**src/rtl/refresh_pkg.sv**
```systemverilog
package refresh_pkg;

    // Request state of the refresh backlog
    typedef enum logic [1:0] {
        ST_IDLE    = 2'd0,   // nothing owed
        ST_PENDING = 2'd1,   // exactly one refresh owed
        ST_BEHIND  = 2'd2    // two or more owed
    } owe_state_t;

    // Interval in cycles, rounded down (never refreshes too slowly)
    function automatic longint unsigned interval_cycles(
        input longint unsigned ret_ns,
        input longint unsigned clk_mhz,
        input longint unsigned rows
    );
        return (ret_ns * clk_mhz) / (64'd1000 * rows);
    endfunction

endpackage

```
**src/rtl/refresh_interval_timer.sv**
```systemverilog
module refresh_interval_timer #(
    parameter int INTERVAL = 3125
) (
    input  logic clk,
    input  logic rst_n,
    output logic expire
);
    localparam int TIMER_W = (INTERVAL > 1) ? $clog2(INTERVAL) : 1;
    localparam logic [TIMER_W-1:0] LAST = TIMER_W'(INTERVAL - 1);

    logic [TIMER_W-1:0] count_q;

    assign expire = (count_q == LAST);

    always_ff @(posedge clk) begin
        if (!rst_n)
            count_q <= '0;
        else if (expire)
            count_q <= '0;
        else
            count_q <= count_q + 1'b1;
    end
endmodule

```
**src/rtl/refresh_row_counter.sv**
```systemverilog
module refresh_row_counter #(
    parameter int ROWS  = 256,
    parameter int ROW_W = 8
) (
    input  logic             clk,
    input  logic             rst_n,
    input  logic             step,
    output logic [ROW_W-1:0] row
);
    localparam logic [ROW_W-1:0] LAST_ROW = ROW_W'(ROWS - 1);

    always_ff @(posedge clk) begin
        if (!rst_n)
            row <= '0;
        else if (step)
            row <= (row == LAST_ROW) ? '0 : row + 1'b1;
    end
endmodule

```
**src/rtl/refresh_backlog_fsm.sv**
```systemverilog
module refresh_backlog_fsm
    import refresh_pkg::*;
#(
    parameter int MAX_OWED = 15,
    parameter int OWED_W   = 4
) (
    input  logic              clk,
    input  logic              rst_n,
    input  logic              expire,
    input  logic              done,
    output logic              req,
    output logic              late,
    output logic              accept,
    output logic [OWED_W-1:0] owed
);
    localparam logic [OWED_W-1:0] OWED_TOP = OWED_W'(MAX_OWED);

    owe_state_t        state_q, state_d;
    logic [OWED_W-1:0] owed_d;
    logic              grow;

    // Output process: all outputs decoded from the state
    always_comb begin
        req    = (state_q != ST_IDLE);
        late   = (state_q == ST_BEHIND);
        accept = done && (state_q != ST_IDLE);
    end

    // Owed count update: a saturated expiry is dropped
    always_comb begin
        grow   = expire && (owed != OWED_TOP);
        owed_d = owed;
        unique case ({grow, accept})
            2'b10:   owed_d = owed + 1'b1;
            2'b01:   owed_d = owed - 1'b1;
            default: owed_d = owed;
        endcase
    end

    // Next-state process
    always_comb begin
        state_d = state_q;
        unique case (state_q)
            ST_IDLE: begin
                if (expire)                       // expire
                    state_d = ST_PENDING;
            end
            ST_PENDING: begin
                if (expire && !accept)            // expire
                    state_d = ST_BEHIND;
                else if (accept && !expire)       // serve
                    state_d = ST_IDLE;
            end
            ST_BEHIND: begin
                if (owed_d == OWED_W'(1))         // serve back to one owed
                    state_d = ST_PENDING;
            end
            default: state_d = ST_IDLE;
        endcase
    end

    // State register process
    always_ff @(posedge clk) begin
        if (!rst_n) begin
            state_q <= ST_IDLE;
            owed    <= '0;
        end else begin
            state_q <= state_d;
            owed    <= owed_d;
        end
    end
endmodule

```
**src/rtl/dram_refresh_sched.sv**
```systemverilog
module dram_refresh_sched
    import refresh_pkg::*;
#(
    parameter int ROWS         = 256,
    parameter int RETENTION_NS = 4000000,
    parameter int CLK_MHZ      = 200,
    parameter int MAX_OWED     = 15,
    localparam int ROW_W       = (ROWS > 1) ? $clog2(ROWS) : 1,
    localparam int OWED_W      = $clog2(MAX_OWED + 1)
) (
    input  logic              clk,
    input  logic              rst_n,
    input  logic              refresh_done,
    output logic              refresh_req,
    output logic [ROW_W-1:0]  refresh_row,
    output logic              overdue,
    output logic [OWED_W-1:0] owed_cnt
);
    localparam int INTERVAL = int'(interval_cycles(
        64'(RETENTION_NS), 64'(CLK_MHZ), 64'(ROWS)));

    logic expire;
    logic accept;

    refresh_interval_timer #(.INTERVAL(INTERVAL)) u_timer (
        .clk    (clk),
        .rst_n  (rst_n),
        .expire (expire)
    );

    refresh_backlog_fsm #(.MAX_OWED(MAX_OWED), .OWED_W(OWED_W)) u_fsm (
        .clk    (clk),
        .rst_n  (rst_n),
        .expire (expire),
        .done   (refresh_done),
        .req    (refresh_req),
        .late   (overdue),
        .accept (accept),
        .owed   (owed_cnt)
    );

    refresh_row_counter #(.ROWS(ROWS), .ROW_W(ROW_W)) u_rows (
        .clk   (clk),
        .rst_n (rst_n),
        .step  (accept),
        .row   (refresh_row)
    );
endmodule

```
**config.mk**
```make
export PLATFORM = sky130hd
export DESIGN_NAME = dram_refresh_sched
export DESIGN_NICKNAME = d
export VERILOG_FILES = /design/src/rtl/refresh_pkg.sv /design/src/rtl/refresh_interval_timer.sv /design/src/rtl/refresh_row_counter.sv /design/src/rtl/refresh_backlog_fsm.sv /design/src/rtl/dram_refresh_sched.sv
export SDC_FILE = /design/constraint.sdc
export NUM_CORES = 1
export LEC_CHECK = 0
export CORE_AREA = 2 2 44 76
export DETAILED_ROUTE_END_ITERATION = 16
export DIE_AREA = 0 0 46 78
export PLACE_DENSITY_LB_ADDON = 0.1
export SLEW_MARGIN = 10
export SYNTH_ARGS = -nofsm -noshare
export SYNTH_HDL_FRONTEND = slang
export SYNTH_SLANG_ARGS = --single-unit
```
**constraint.sdc**
```tcl
create_clock -name clk -period 2.9 [get_ports clk]
set_clock_uncertainty 0.1 [all_clocks]
set_input_delay 0.29 -clock clk [delete_from_list [all_inputs] [get_ports clk]]
set_output_delay 0.29 -clock clk [all_outputs]
set_load 0.05 [all_outputs]
```
Word-level counts from Yosys, hierarchy flattened
Index checks and enable logic that the tools add are counted.

word-level totals
  flip-flop bits (word level) = 26
  bits of input ports = 3
  output and inout port bits = 14
  word-level logic and storage cells = 37

operators by class
  add/subtract/negate cells = 4
  equal/unequal tests = 11
  muxes and demuxes = 7
  bitwise operators = 1
  reductions and logical operators = 10

operators with widths
  kind                                                   number
  adder 12 x 1 -> 12 bit, second input constant          1
  equality test 12 bit, second input constant            1
  adder 8 x 1 -> 8 bit, second input constant            1
  equality test 8 bit, second input constant             1
  2-to-1 mux 2 bit                                       4
  2-to-1 mux 8 bit                                       1
  case mux 4 bit (2 select lines)                        1
  case mux 2 bit (3 select lines)                        1
  adder 4 x 1 -> 4 bit, second input constant            1
  equality test 2 x 1 -> 1 bit, second input constant    2
  equality test 2 bit, second input constant             2
  equality test 4 x 1 -> 1 bit, second input constant    1
  logical AND 1 bit                                      4
  inequality test 2 x 1 -> 1 bit, second input constant  2
  inequality test 4 bit, second input constant           1
  subtractor 4 x 1 -> 4 bit, second input constant       1
  inequality test 3 x 1 -> 1 bit, second input constant  1
  AND reduction 3 bit                                    1
  zero test 1 bit                                        2
  zero test 2 bit                                        1
  nonzero test 2 bit                                     1
  OR reduction 2 bit                                     1
  inverter 1 bit                                         1

Logic depth before layout (Yosys ltp)
Gate-level depths: netlist of run 1.

  word-level depth = 7
  depth in mapped cells = 13
  mapped depth without buffers = 13

Cells and area by module
Synthesis of run 1 repeated with hierarchy kept, for this count alone.

second synthesis, totals
  cells, all modules = 164
  area total of the unflattened synthesis = 1417.6 µm²

modules (own cells, without submodules)
  module                  instances  cells an instance  area an instance (µm²)  seq. area each (µm²)
  refresh_interval_timer  1          62                 570.5                   240.2
  refresh_backlog_fsm     1          62                 490.5                   120.1
  refresh_row_counter     1          40                 356.6                   160.2

Worst setup path after synthesis of run 1
No wires, ideal clock.

  kind = register to register
  from = register u_timer.count_q[6]
  to = register u_fsm.state_q[0]
  library setup time = 0.118 ns
  data arrival time = 2.812 ns
  required time = 2.682 ns
  setup slack = -0.130 ns
  cell stages (with the launch flop) = 11
  buffers on the path = 1
  clock period less this slack = 3.030 ns
  path through = dfxtp_1 or4_1 nor4_4 nand2_1 ha_1 clkbuf_1 or4b_1 a21o_2 o221ai_2 nor3_2 a32o_2

between the ends
  word-level cells in the longest chain between the ends = 7
  elaborated cells between the ends (all ways) = 15
  classes of those cells = 7 x eq/ne; 3 x mux; 5 x reduce/logical

ends and longest elaborated chain
  item                                                                 line                          RTL
  start, declared                                                      refresh_interval_timer.sv:11  logic [TIMER_W-1:0] count_q;
  start signal, assigned                                               refresh_interval_timer.sv:21  count_q <= count_q + 1'b1;
  equality test 12 bit (*)                                             refresh_interval_timer.sv:13  assign expire = (count_q == LAST);
  logical AND 1 bit                                                    refresh_backlog_fsm.sv:31     grow = expire && (owed != OWED_TOP);
  equality test 2 x 1 -> 1 bit or equality test 2 bit (tied branches)  refresh_backlog_fsm.sv:33     unique case ({grow, accept})
  case mux 4 bit (2 select lines)                                      refresh_backlog_fsm.sv:33
  equality test 4 x 1 -> 1 bit                                         refresh_backlog_fsm.sv:55     if (owed_d == OWED_W'(1))
  inequality test 2 x 1 -> 1 bit (no source line)                      n/a
  AND reduction 3 bit (no source line)                                 n/a
  end signal, assigned                                                 refresh_backlog_fsm.sv:68     state_q <= state_d;
  end, declared                                                        refresh_backlog_fsm.sv:18     owe_state_t state_q, state_d;

Mark *: on every way between the ends. The rest lies on a longest branch, timed or not.
A chain may end at the register's enable or synchronous reset.

Final worst setup path of run 1
  from = register u_timer.count_q[9]
  to = register u_fsm.state_q[0]

The elaborated chain is that of the path after synthesis.

==> reports/metrics.cfg, run 1 <==
[worst_setup_path]
worst_setup_path_start_kind=flop
worstPathRequired_ps=2970
crit_arrival_ps=2810
crit_path_end_kind=flop
reg2reg_slack_ps=160
crit_path_start=u_timer.count_q[9]
r2r_end=u_fsm.state_q[0]
timing.rr.start=u_timer.count_q[9]
critPathCapture=u_fsm.state_q[0]
reg2reg_depth=11
worstSetupPathType=reg2reg
cp_max_fo=6

[routing]
post_drt_wl_per_cell_um=13.5
drc_errors=0
antenna_left=0
drt_first_iter_violations=23
drt-total-wl_um=2750
drt-pass1-iter-count=4
vias_per_cell=5.55
dr_total_vias=1132

[clocking]
htree_levels=1
clk-insertion-delay-late_ps=270
clkTransAtPathRegs_ps=90
cts_buffer_depth=2
cts_sinks=26
cts_buffers=3
cts_tree=built
clk_root_buffer_cell=clkbuf_8

[synthesis]
synth_common_cells=dfxtp_1 (26), nor2_1 (17), nand2_1 (15)
yosysTopAreaCellShare_pct=37.8
synth.most_common_cell=dfxtp_1
synth.largest_area_cell=dfxtp_1
netlist_top_cells_area=dfxtp_1 (38%), ha_1 (6.4%), xnor2_1 (6.4%)
synth_seq_cells=26
yosysSeqAreaShare_pct=37.8
synth_cells=152
ys_warn_count=0
async_flop_share_pct=0
synth_fp_nets=162
synth_top_flop_cell=dfxtp_1
yosysUniqueCellTypes=42
synth_area_um2=1380
synth_edf_count=0
syn-mean-instance-area_um2=9.06

[timing]
slew_viol_final=0
max_freq_mhz=365
rsz0062_at_grt=no
tightestPinTransition_ps=505
period_share_pct=94.5
slew_headroom_pct=66.2
setup-violations-final=0
tns_ps=0
whs_ps=411
hold_violations=0
post-route-min-period_ps=2740

[global_route]
track_usage_pct=16.7
overflow=0
antenna_found_initial=0
grt_pass1_vias=1077
grt_max_degree=16
grt_pass1_wl_um=4530

[final_layout]
design_area_um2=1720
finalNetCount=187
area_growth_syn_to_layout_pct=25.2
final_cells=204
final_layout_size_suffix_gt1_share_pct=18.2
antenna_cells=0
final.fill_count=266
utilization_pct=58.9

[placement]
io_buffer_count=16
dp.final_hpwl_um=2110
dp.cells=199
place.gp.congestion=0.780
dpl_cell_area_um2=1600

[floorplanning]
die_h_um=78
dieWidth_um=46
coreArea_um2=2930
ios=17
fp.dieArea_um2=3590
initial_core_util_pct=47.1
rows=26

[hold_path]
hold_path_depth=2
min_path_type=reg2reg

[power_and_ir_drop]
cellPowerDensity_nw_per_um2=397
vdd_drop_max_v=0.000448
p_leak_uw=0.000619

[outcome]
status=complete, no violations

[job]
maxCapViolCount=0

==> power breakdown <==
part / switching [uW] / internal (uW) / leakage (uW) / total [uW]
registers: 3.50 / 360 / 0.000210 / 364
clock network: 116 / 185 / 0.0000357 / 301
logic: 11.1 / 8.87 / 0.000373 / 19.9
total: 131 / 554 / 0.000619 / 685
==> stage by stage <==
stage / setup slack [ps] / total power (uW)
floorplan: 25.2 / 385
global placement: 46.2 / 392
detailed placement: -13.7 / 393
CTS: 20.2 / 697
global route: 16.3 / 711
finish: 158 / 685
==> metal layers <==
| layer | part of all wire, % | GRT usage [%] |
|---|---|---|
| met3 | 1.7 | 2.09 |
| met5 | 0 | 0 |
| met2 | 56 | 29.7 |
| met1 | 39 | 18.6 |
| met4 | 2.4 | 7.14 |
==> layout by cell type, fill, tap and decap left out, types with 2 or more instances in the layout <==
| cell | instances |
|---|---|
| a21boi_0 | 2 |
| a21oi_1 | 2 |
| and2_1 | 5 |
| buf_4 | 8 |
| clkbuf_8 | 3 |
| clkdlybuf4s50_1 | 16 |
| dfxtp_1 | 25 |
| ha_1 | 4 |
| ha_4 | 2 |
| inv_1 | 8 |
| mux2i_1 | 2 |
| nand2_1 | 14 |
| nand3_1 | 4 |
| nand4_1 | 7 |
| nor2_1 | 17 |
| nor2b_1 | 4 |
| o21ai_0 | 5 |
| or2_2 | 2 |
| or3_1 | 2 |
| xnor2_1 | 10 |
| xor2_1 | 6 |
==> final cells by class <==
type                            instances  area, um2  area share (%)
Tap cell                               28       35.0            2.03
Clock buffer                            3       41.3            2.39
Inverter                                8       30.0            1.74
Clock inverter                          1       30.0            1.74
Sequential cell                        26        522            30.3
Multi-Input combinational cell        114        846            49.1
Timing Repair Buffer                   24        220            12.8
==> cells by family after synthesis <==
kind of cell / after synthesis / synth area share (%)
xor gates and xnor gates: 16 / 10.2
muxes: 3 / 2.27
buffers and inverters: 12 / 4.09
adders and majority gates: 7 / 6.36
AOI/OAI and AO/OA: 18 / 11.0
and+or+nand+nor: 70 / 28.3
DFF: 26 / 37.8
==> how the worst min path moves through the flow <==
stage,startpoint,end,slack [ps]
2_1_floorplan,rst_n,u_fsm.state_q[1],330
3_3_place_gp,u_rows.row[7],u_rows.row[7],380
3_5_place_dp,u_rows.row[7],u_rows.row[7],400
4_1_cts,u_rows.row[7],u_rows.row[7],410
5_1_grt,u_rows.row[5],u_rows.row[5],440
6_report,u_rows.row[7],u_rows.row[7],410
==> flip-flops by register name, indices dropped and copies added, names as in the netlist <==
register / flops
u_fsm.owed: 4
u_fsm.state_q: 2
u_rows.row: 8
u_timer.count_q: 12
==> what timing repair did <==
item                       CTS  global route
buffers inserted             1             0
hold buffers                 0             0
gates resized for setup      6             3
pin swaps                    3             2
setup endpoints to repair    1             2
==> critical path, cell delays in order (launching register included) <==
cell and delay (ps):
dfxtp_2 330, or4_4 540, nor4_4 170, nand2_2 140, ha_4 200, xor2_1 140, ha_2 180, a21oi_2 110
mux2i_1 230, xnor2_1 170, nor3_2 70, a32o_2 260
Power figures use the tool's default switching activity.
==> run 2, diff against run 1 <==
Settings changed: PLACE_DENSITY set to 0.71, PLACE_DENSITY_LB_ADDON 0.1 to unset.
==> run 2 against run 1 <==
- global-route usage decreased by 0.85 points
- sequential power barely moved
- critical path depth fell by 2
- clock power decreased by 3%
- maximum frequency decreased by 2.9%
- register-to-register slack worse by 80 ps
- cell count is 1.5% lower
- sequential share of layout area rose by 0.99 points
- combinational power decreased by 9%
- first-iteration DRC count down 8.7%
- wire length decreased by 3.9%
- flip-flop and latch count did not move
- largest power group unchanged
==> reports/metrics.cfg, run 2 (synthesis results as in run 1) <==
[routing]
route.met2.wl_um=1450  ; was 1550 um
vias_per_cell=5.39  ; was 5.55
antenna_left=0  ; unchanged
drt-total-wl_um=2640  ; was 2750 um
post_drt_wl_per_cell_um=13.1  ; was 13.5 um
highest_layer=met4  ; unchanged
drc_errors=0  ; unchanged
wl_met1_um=1080  ; about the same
wl_met3_um=58  ; was 48 um
drt-pass1-iter-count=4  ; unchanged
dr_total_vias=1084  ; was 1,132
drt_first_iter_violations=21  ; was 23

[job]
maxCapViolCount=0  ; unchanged

[global_route]
track_usage_pct=15.9  ; was 16.7%
overflow=0  ; unchanged
antenna_found_initial=0  ; unchanged
grt_pass1_wl_um=4350  ; was 4530 um
grt_pass1_vias=1050  ; was 1,077
grt_max_degree=16  ; unchanged

[clocking]
clk-insertion-delay-late_ps=260  ; was 270 ps
clkTransAtPathRegs_ps=90  ; about the same
cts_buffers=3  ; unchanged
cts_tree=built  ; unchanged
clk_root_buffer_cell=clkbuf_8  ; unchanged
postCtsSetupBuffers=0  ; was 1
cts_buffer_depth=2  ; unchanged
cts_sinks=26  ; unchanged
htree_levels=1  ; unchanged

[timing]
tns_ps=0  ; unchanged
post-route-min-period_ps=2820  ; was 2740 ps
max_freq_mhz=354  ; was 365 MHz
tightestPinTransition_ps=515  ; was 505 ps
period_share_pct=97.4  ; was 94.5%
setup-violations-final=0  ; unchanged
slew_headroom_pct=65.5  ; was 66.2%
rsz0062_at_grt=yes  ; was no
slew_viol_final=0  ; unchanged
hold_violations=0  ; unchanged

[worst_setup_path]
worst_setup_path_start_kind=flop  ; unchanged
reg2reg_slack_ps=80  ; was 160 ps
crit_arrival_ps=2880  ; was 2810 ps
timing.rr.start=u_timer.count_q[9]  ; unchanged
reg2reg_depth=9  ; was 11
r2r_end=u_fsm.state_q[0]  ; unchanged
cp_max_fo=4  ; was 6
worstPathRequired_ps=2960  ; was 2970 ps
crit_path_end_kind=flop  ; unchanged
worstSetupPathType=reg2reg  ; unchanged

[floorplanning]
fp.dieArea_um2=3590  ; unchanged
rows=26  ; unchanged
dieWidth_um=46  ; unchanged
coreArea_um2=2930  ; unchanged
initial_core_util_pct=47.1  ; unchanged
die_h_um=78  ; unchanged
ios=17  ; unchanged

[hold_path]
min_path_type=reg2reg  ; unchanged
hold_path_depth=1  ; was 2
hold_path_end=u_timer.count_q[0]  ; was u_rows.row[7]
hp-start=u_timer.count_q[0]  ; was u_rows.row[7]

[final_layout]
largest_reg_flops=12  ; unchanged
finalNetCount=184  ; was 187
antenna_cells=0  ; unchanged
final_cells=201  ; was 204
design_area_um2=1670  ; was 1720 um2
final.fill_count=262  ; was 266
area_growth_syn_to_layout_pct=20.9  ; was 25.2%
final_layout_size_suffix_gt1_share_pct=13.9  ; was 18.2%
final_common_cell=dfxtp_1  ; unchanged
layout_common_cells=dfxtp_1 (26), nor2_1 (17), clkdlybuf4s50_1 (16)  ; was dfxtp_1 (25), nor2_1 (17), clkdlybuf4s50_1 (16)
top_regs=u_timer.count_q: 12 flops, u_rows.row: 8 flops, u_fsm.owed: 4 flops  ; unchanged
largest-register=u_timer.count_q  ; unchanged

[power_and_ir_drop]
sw_frac_of_total_pct=18.1  ; was 19.1%
clkPwrFrac_pct=43.3  ; was 44.0%
power_frac_comb_pct=2.7  ; was 2.9%
p_leak_uw=0.000601  ; was 0.000619 uW
intPower_uw=553  ; was 554 uW
switchingPower_uw=122  ; was 131 uW
power_uw=674  ; was 685 uW
vdd_drop_max_v=0.000369  ; was 0.000448 V
seq_power_share_pct=54.0  ; was 53.1%
cellPowerDensity_nw_per_um2=405  ; was 397 nW/um2

[placement]
dp.final_hpwl_um=2030  ; was 2110 um
io_buffer_count=16  ; unchanged
place.gp.congestion=0.860  ; was 0.780
dp.cells=197  ; was 199
dpl_cell_area_um2=1580  ; was 1600 um2

[outcome]
status=complete, no violations  ; unchanged

-- run 2: changes by cell type in the layout (fill, tap and decap cells not counted), sizes merged --
cell	delta
buf	-3
-- run 2: per-stage QoR --
step           utilization (%)  hold WS (ps)  setup WS (ps)
4_1_cts                   56.5           407           15.1
3_5_place_dp              54.1           384           40.6
5_1_grt                   56.9           441          -46.5
2_1_floorplan                -           330           25.2
6_report                  56.9           395           76.8
3_3_place_gp              54.1           354           97.6
-- run 2: worst max-delay path: stages, from the launching register on --
cell	delay (ps)
dfxtp_1	340
or4_4	550
nor4_4	160
nand2_1	110
ha_1	340
or4b_1	490
a21o_2	210
o221ai_2	70
nor3_2	80
a32o_2	260
-- run 2: power groups by stage --
stage	combinational (uW)	sequential (uW)	clock (uW)
floorplan	12.7	372	0
global placement	17.4	372	0
detailed placement	18.4	373	0
CTS	18.6	364	304
global route	21.3	365	322
finish	18.2	364	292
-- run 2: metal layers --
metal  vias up  track usage, %
met5         -               0
met4         0            7.14
met3         4            2.33
met2        14            27.6
met1       504            17.8
li1        562               -
-- run 2: layout make-up --
| type | instances | area (um2) | share of cell area, % |
|---|---|---|---|
| clock inverter | 1 | 30.0 | 1.80 |
| tap | 28 | 35.0 | 2.10 |
| timing repair buffer | 21 | 198 | 11.9 |
| inverter | 8 | 30.0 | 1.80 |
| sequential | 26 | 520 | 31.3 |
| clock buffer | 3 | 41.3 | 2.48 |
| multi-input combinational | 114 | 811 | 48.7 |
-- run 2: worst max-delay path by stage --
stage,from,endpoint,cells past startpoint
after floorplan,u_timer.count_q[6],u_fsm.state_q[0],10
after global placement,u_timer.count_q[9],u_fsm.state_q[0],11
after detailed placement,u_timer.count_q[9],u_fsm.state_q[0],11
after CTS,u_timer.count_q[9],u_fsm.state_q[0],11
after global routing,u_timer.count_q[9],u_fsm.state_q[0],9
final,u_timer.count_q[9],u_fsm.state_q[0],9
-- run 2: repair_timing --
action | 4_1_cts | 5_1_grt
hold buffers | 0 | 0
setup endpoints to repair | 0 | 2
gates resized for setup | 0 | 3
==> run 3, diff against run 2 <==
Settings changed: CORE_AREA 2 2 44 76 to 2 2 43 74, CTS_BUF_LIST set to sky130_fd_sc_hd__clkbuf_8, DIE_AREA 0 0 46 78 to 0 0 45 76, PLACE_DENSITY 0.71 to 0.74.
==> run 3 against run 2 <==
- utilization grew 0.77 points
- clock-buffer cell count stayed put
- combinational power about the same
- wire length up 7.2%
- die area down 4.7%
- critical path type unchanged
- critical endpoint unchanged
- largest power group unchanged
- highest routed layer unchanged
==> reports/metrics.cfg, run 3 (synthesis results as in run 1) <==
[final_layout]
finalNetCount=186  ; was 184
antenna_cells=0  ; unchanged
largest_reg_flops=12  ; unchanged
multi_input_area_um2=811  ; unchanged
final.fill_count=255  ; was 262
regArea_um2=520  ; unchanged
area_growth_syn_to_layout_pct=19.8  ; was 20.9%
design_area_um2=1650  ; was 1670 um2
final_common_cell=dfxtp_1  ; unchanged
largest-register=u_timer.count_q  ; unchanged
top_regs=u_timer.count_q: 12 flops, u_rows.row: 8 flops, u_fsm.owed: 4 flops  ; unchanged
final_layout_size_suffix_gt1_share_pct=14.4  ; was 13.9%
layout_common_cells=dfxtp_1 (26), nor2_1 (17), clkdlybuf4s50_1 (16)  ; unchanged

[worst_setup_path]
worstPathRequired_ps=2960  ; about the same
worstPathBufferInverterCount=0  ; unchanged
worst_setup_path_start_kind=flop  ; unchanged
cp_max_fo=4  ; unchanged
crit_chain=or4_4 > nor4_4 > nand2_1 > ha_1 > or4b_1 > a21o_2 > o221ai_2 > nor3_2 > a32o_2  ; unchanged
crit_arrival_ps=2930  ; was 2880 ps
critical-path-top-delay-family=simple AND/OR/NAND/NOR gates  ; unchanged
r2r_end=u_fsm.state_q[0]  ; unchanged
crit_path_start=u_timer.count_q[9]  ; unchanged
timing.rr.start=u_timer.count_q[9]  ; unchanged
reg2reg_slack_ps=30  ; was 80 ps
worstSetupPathType=reg2reg  ; unchanged
reg2reg_depth=9  ; unchanged
crit_cells=9  ; unchanged
crit_path_end_kind=flop  ; unchanged
crit_slowest_cell=or4_4  ; unchanged
max_stage_delay_ps=550  ; about the same

[global_route]
met2_usage_pct=30.4  ; was 27.6%
grt_max_degree=16  ; unchanged
grt_pass1_vias=1114  ; was 1,050
met3_usage_pct=1.42  ; was 2.33%
grt_pass1_wl_um=4750  ; was 4350 um
overflow=0  ; unchanged
grt_util_met1_pct=21.3  ; was 17.8%
track_usage_pct=17.9  ; was 15.9%
antenna_found_initial=0  ; unchanged
grt_busiest_layer=met2  ; unchanged

[power_and_ir_drop]
seq_power_share_pct=63.1  ; was 54.0%
clkPwrFrac_pct=33.8  ; was 43.3%
switchingPower_uw=117  ; was 122 uW
sw_frac_of_total_pct=20.2  ; was 18.1%
intPower_uw=461  ; was 553 uW
vdd_drop_max_v=0.000314  ; was 0.000369 V
p_leak_uw=0.000598  ; was 0.000601 uW
cellPowerDensity_nw_per_um2=350  ; was 405 nW/um2
power_frac_comb_pct=3.1  ; was 2.7%

[routing]
drt_first_iter_violations=17  ; was 21
dr_total_vias=1133  ; was 1,084
drt-pass1-iter-count=4  ; unchanged
vias_per_cell=5.61  ; was 5.39
antenna_left=0  ; unchanged
post_drt_wl_per_cell_um=14.0  ; was 13.1 um
drt-total-wl_um=2830  ; was 2640 um
drc_errors=0  ; unchanged

[job]
maxCapViolCount=0  ; unchanged

[clocking]
cts_tree=built  ; unchanged
holdBufCountCts=0  ; unchanged
cts_buffers=3  ; unchanged
htree_levels=1  ; unchanged
postCtsSetupBuffers=0  ; unchanged
cts_sinks=26  ; unchanged
clk-insertion-delay-late_ps=260  ; about the same
clkTransAtPathRegs_ps=80  ; was 90 ps
cts_buffer_depth=2  ; unchanged
clk_root_buffer_cell=clkbuf_8  ; unchanged

[floorplanning]
coreArea_um2=2860  ; was 2930 um2
initial_core_util_pct=48.1  ; was 47.1%
rows=26  ; unchanged
ios=17  ; unchanged
fp.dieArea_um2=3420  ; was 3590 um2
die_h_um=76  ; was 78 um
dieWidth_um=45  ; was 46 um

[timing]
slew_viol_final=0  ; unchanged
slew_headroom_pct=63.8  ; was 65.5%
tightestPinTransition_ps=541  ; was 515 ps
post-route-min-period_ps=2870  ; was 2820 ps
tns_ps=0  ; unchanged
setup-violations-final=0  ; unchanged
rsz0062_at_grt=yes  ; unchanged
period_share_pct=98.8  ; was 97.4%
max_freq_mhz=349  ; was 354 MHz
hold_violations=0  ; unchanged

[hold_path]
hold_path_end=u_timer.count_q[0]  ; unchanged
hold_path_depth=1  ; unchanged
min_path_type=reg2reg  ; unchanged
hp-start=u_timer.count_q[0]  ; unchanged

[outcome]
status=complete, no violations  ; unchanged

[placement]
dpl_cell_area_um2=1600  ; was 1580 um2
io_buffer_count=16  ; unchanged
dp.final_hpwl_um=2220  ; was 2030 um
place.gp.congestion=0.861  ; was 0.860

## run 3: cell types whose count changed in the layout (fill, tap and decap cells not counted)
cell	before	now
buf_4	5	7
bufinv_16	1	0
## run 3: timing repair
item | CTS | global route
gates resized for setup | 1 | 2
pin swaps | 1 | 2
setup endpoints to repair | 1 | 2
## run 3: how the worst max path moves through the flow
stage | endpoint | slack, ps
finish | u_fsm.state_q[0] | 30
floorplan | u_fsm.state_q[0] | 30
CTS | u_fsm.state_q[0] | 10
global placement | u_fsm.state_q[0] | 120
global route | u_fsm.state_q[0] | -60
detailed placement | u_fsm.state_q[0] | 3
## run 3: final cells by class
cell class | count | share of cell area [%]
clock buffers | 3 | 2.50
inverters | 8 | 1.82
multi-input cells | 114 | 49.1
flip-flops and latches | 26 | 31.5
well taps | 28 | 2.12
repair buffers | 23 | 12.9
## run 3: worst reg2reg max path: cells and delay by family (launching register included)
kind / cells / cell delay, ps
flip-flops: 1 / 350
adder cells (fa/ha/maj): 1 / 340
AND/OR/NAND/NOR: 5 / 1430
AO/OA/AOI/OAI: 3 / 560
## run 3: stage by stage
step | hold WS, ps | total power [uW] | worst slack, ps | cells | util, %
2_1_floorplan | 330 | 385 | 25.2 | 152 | -
3_3_place_gp | 352 | 390 | 117 | 199 | 55.9
3_5_place_dp | 363 | 391 | 3.32 | 199 | 55.9
4_1_cts | 383 | 588 | 11.7 | 202 | 57.4
5_1_grt | 405 | 600 | -64.9 | 202 | 57.6
6_report | 384 | 577 | 33.4 | 202 | 57.6
## run 3: power groups by stage
stage / clock (uW) / sequential, uW / combinational [uW]
after floorplan: 0 / 372 / 12.7
after global placement: 0 / 372 / 17.4
after detailed placement: 0 / 373 / 18.3
after CTS: 205 / 364 / 18.5
after global routing: 214 / 365 / 21.1
final: 195 / 364 / 18.1
## run 3: layer usage
layer / vias to the layer above / share of wire (%)
met5: - / 0
met4: 0 / 3.0
met3: 8 / 1.3
met2: 16 / 56
met1: 537 / 39
li1: 572 / -
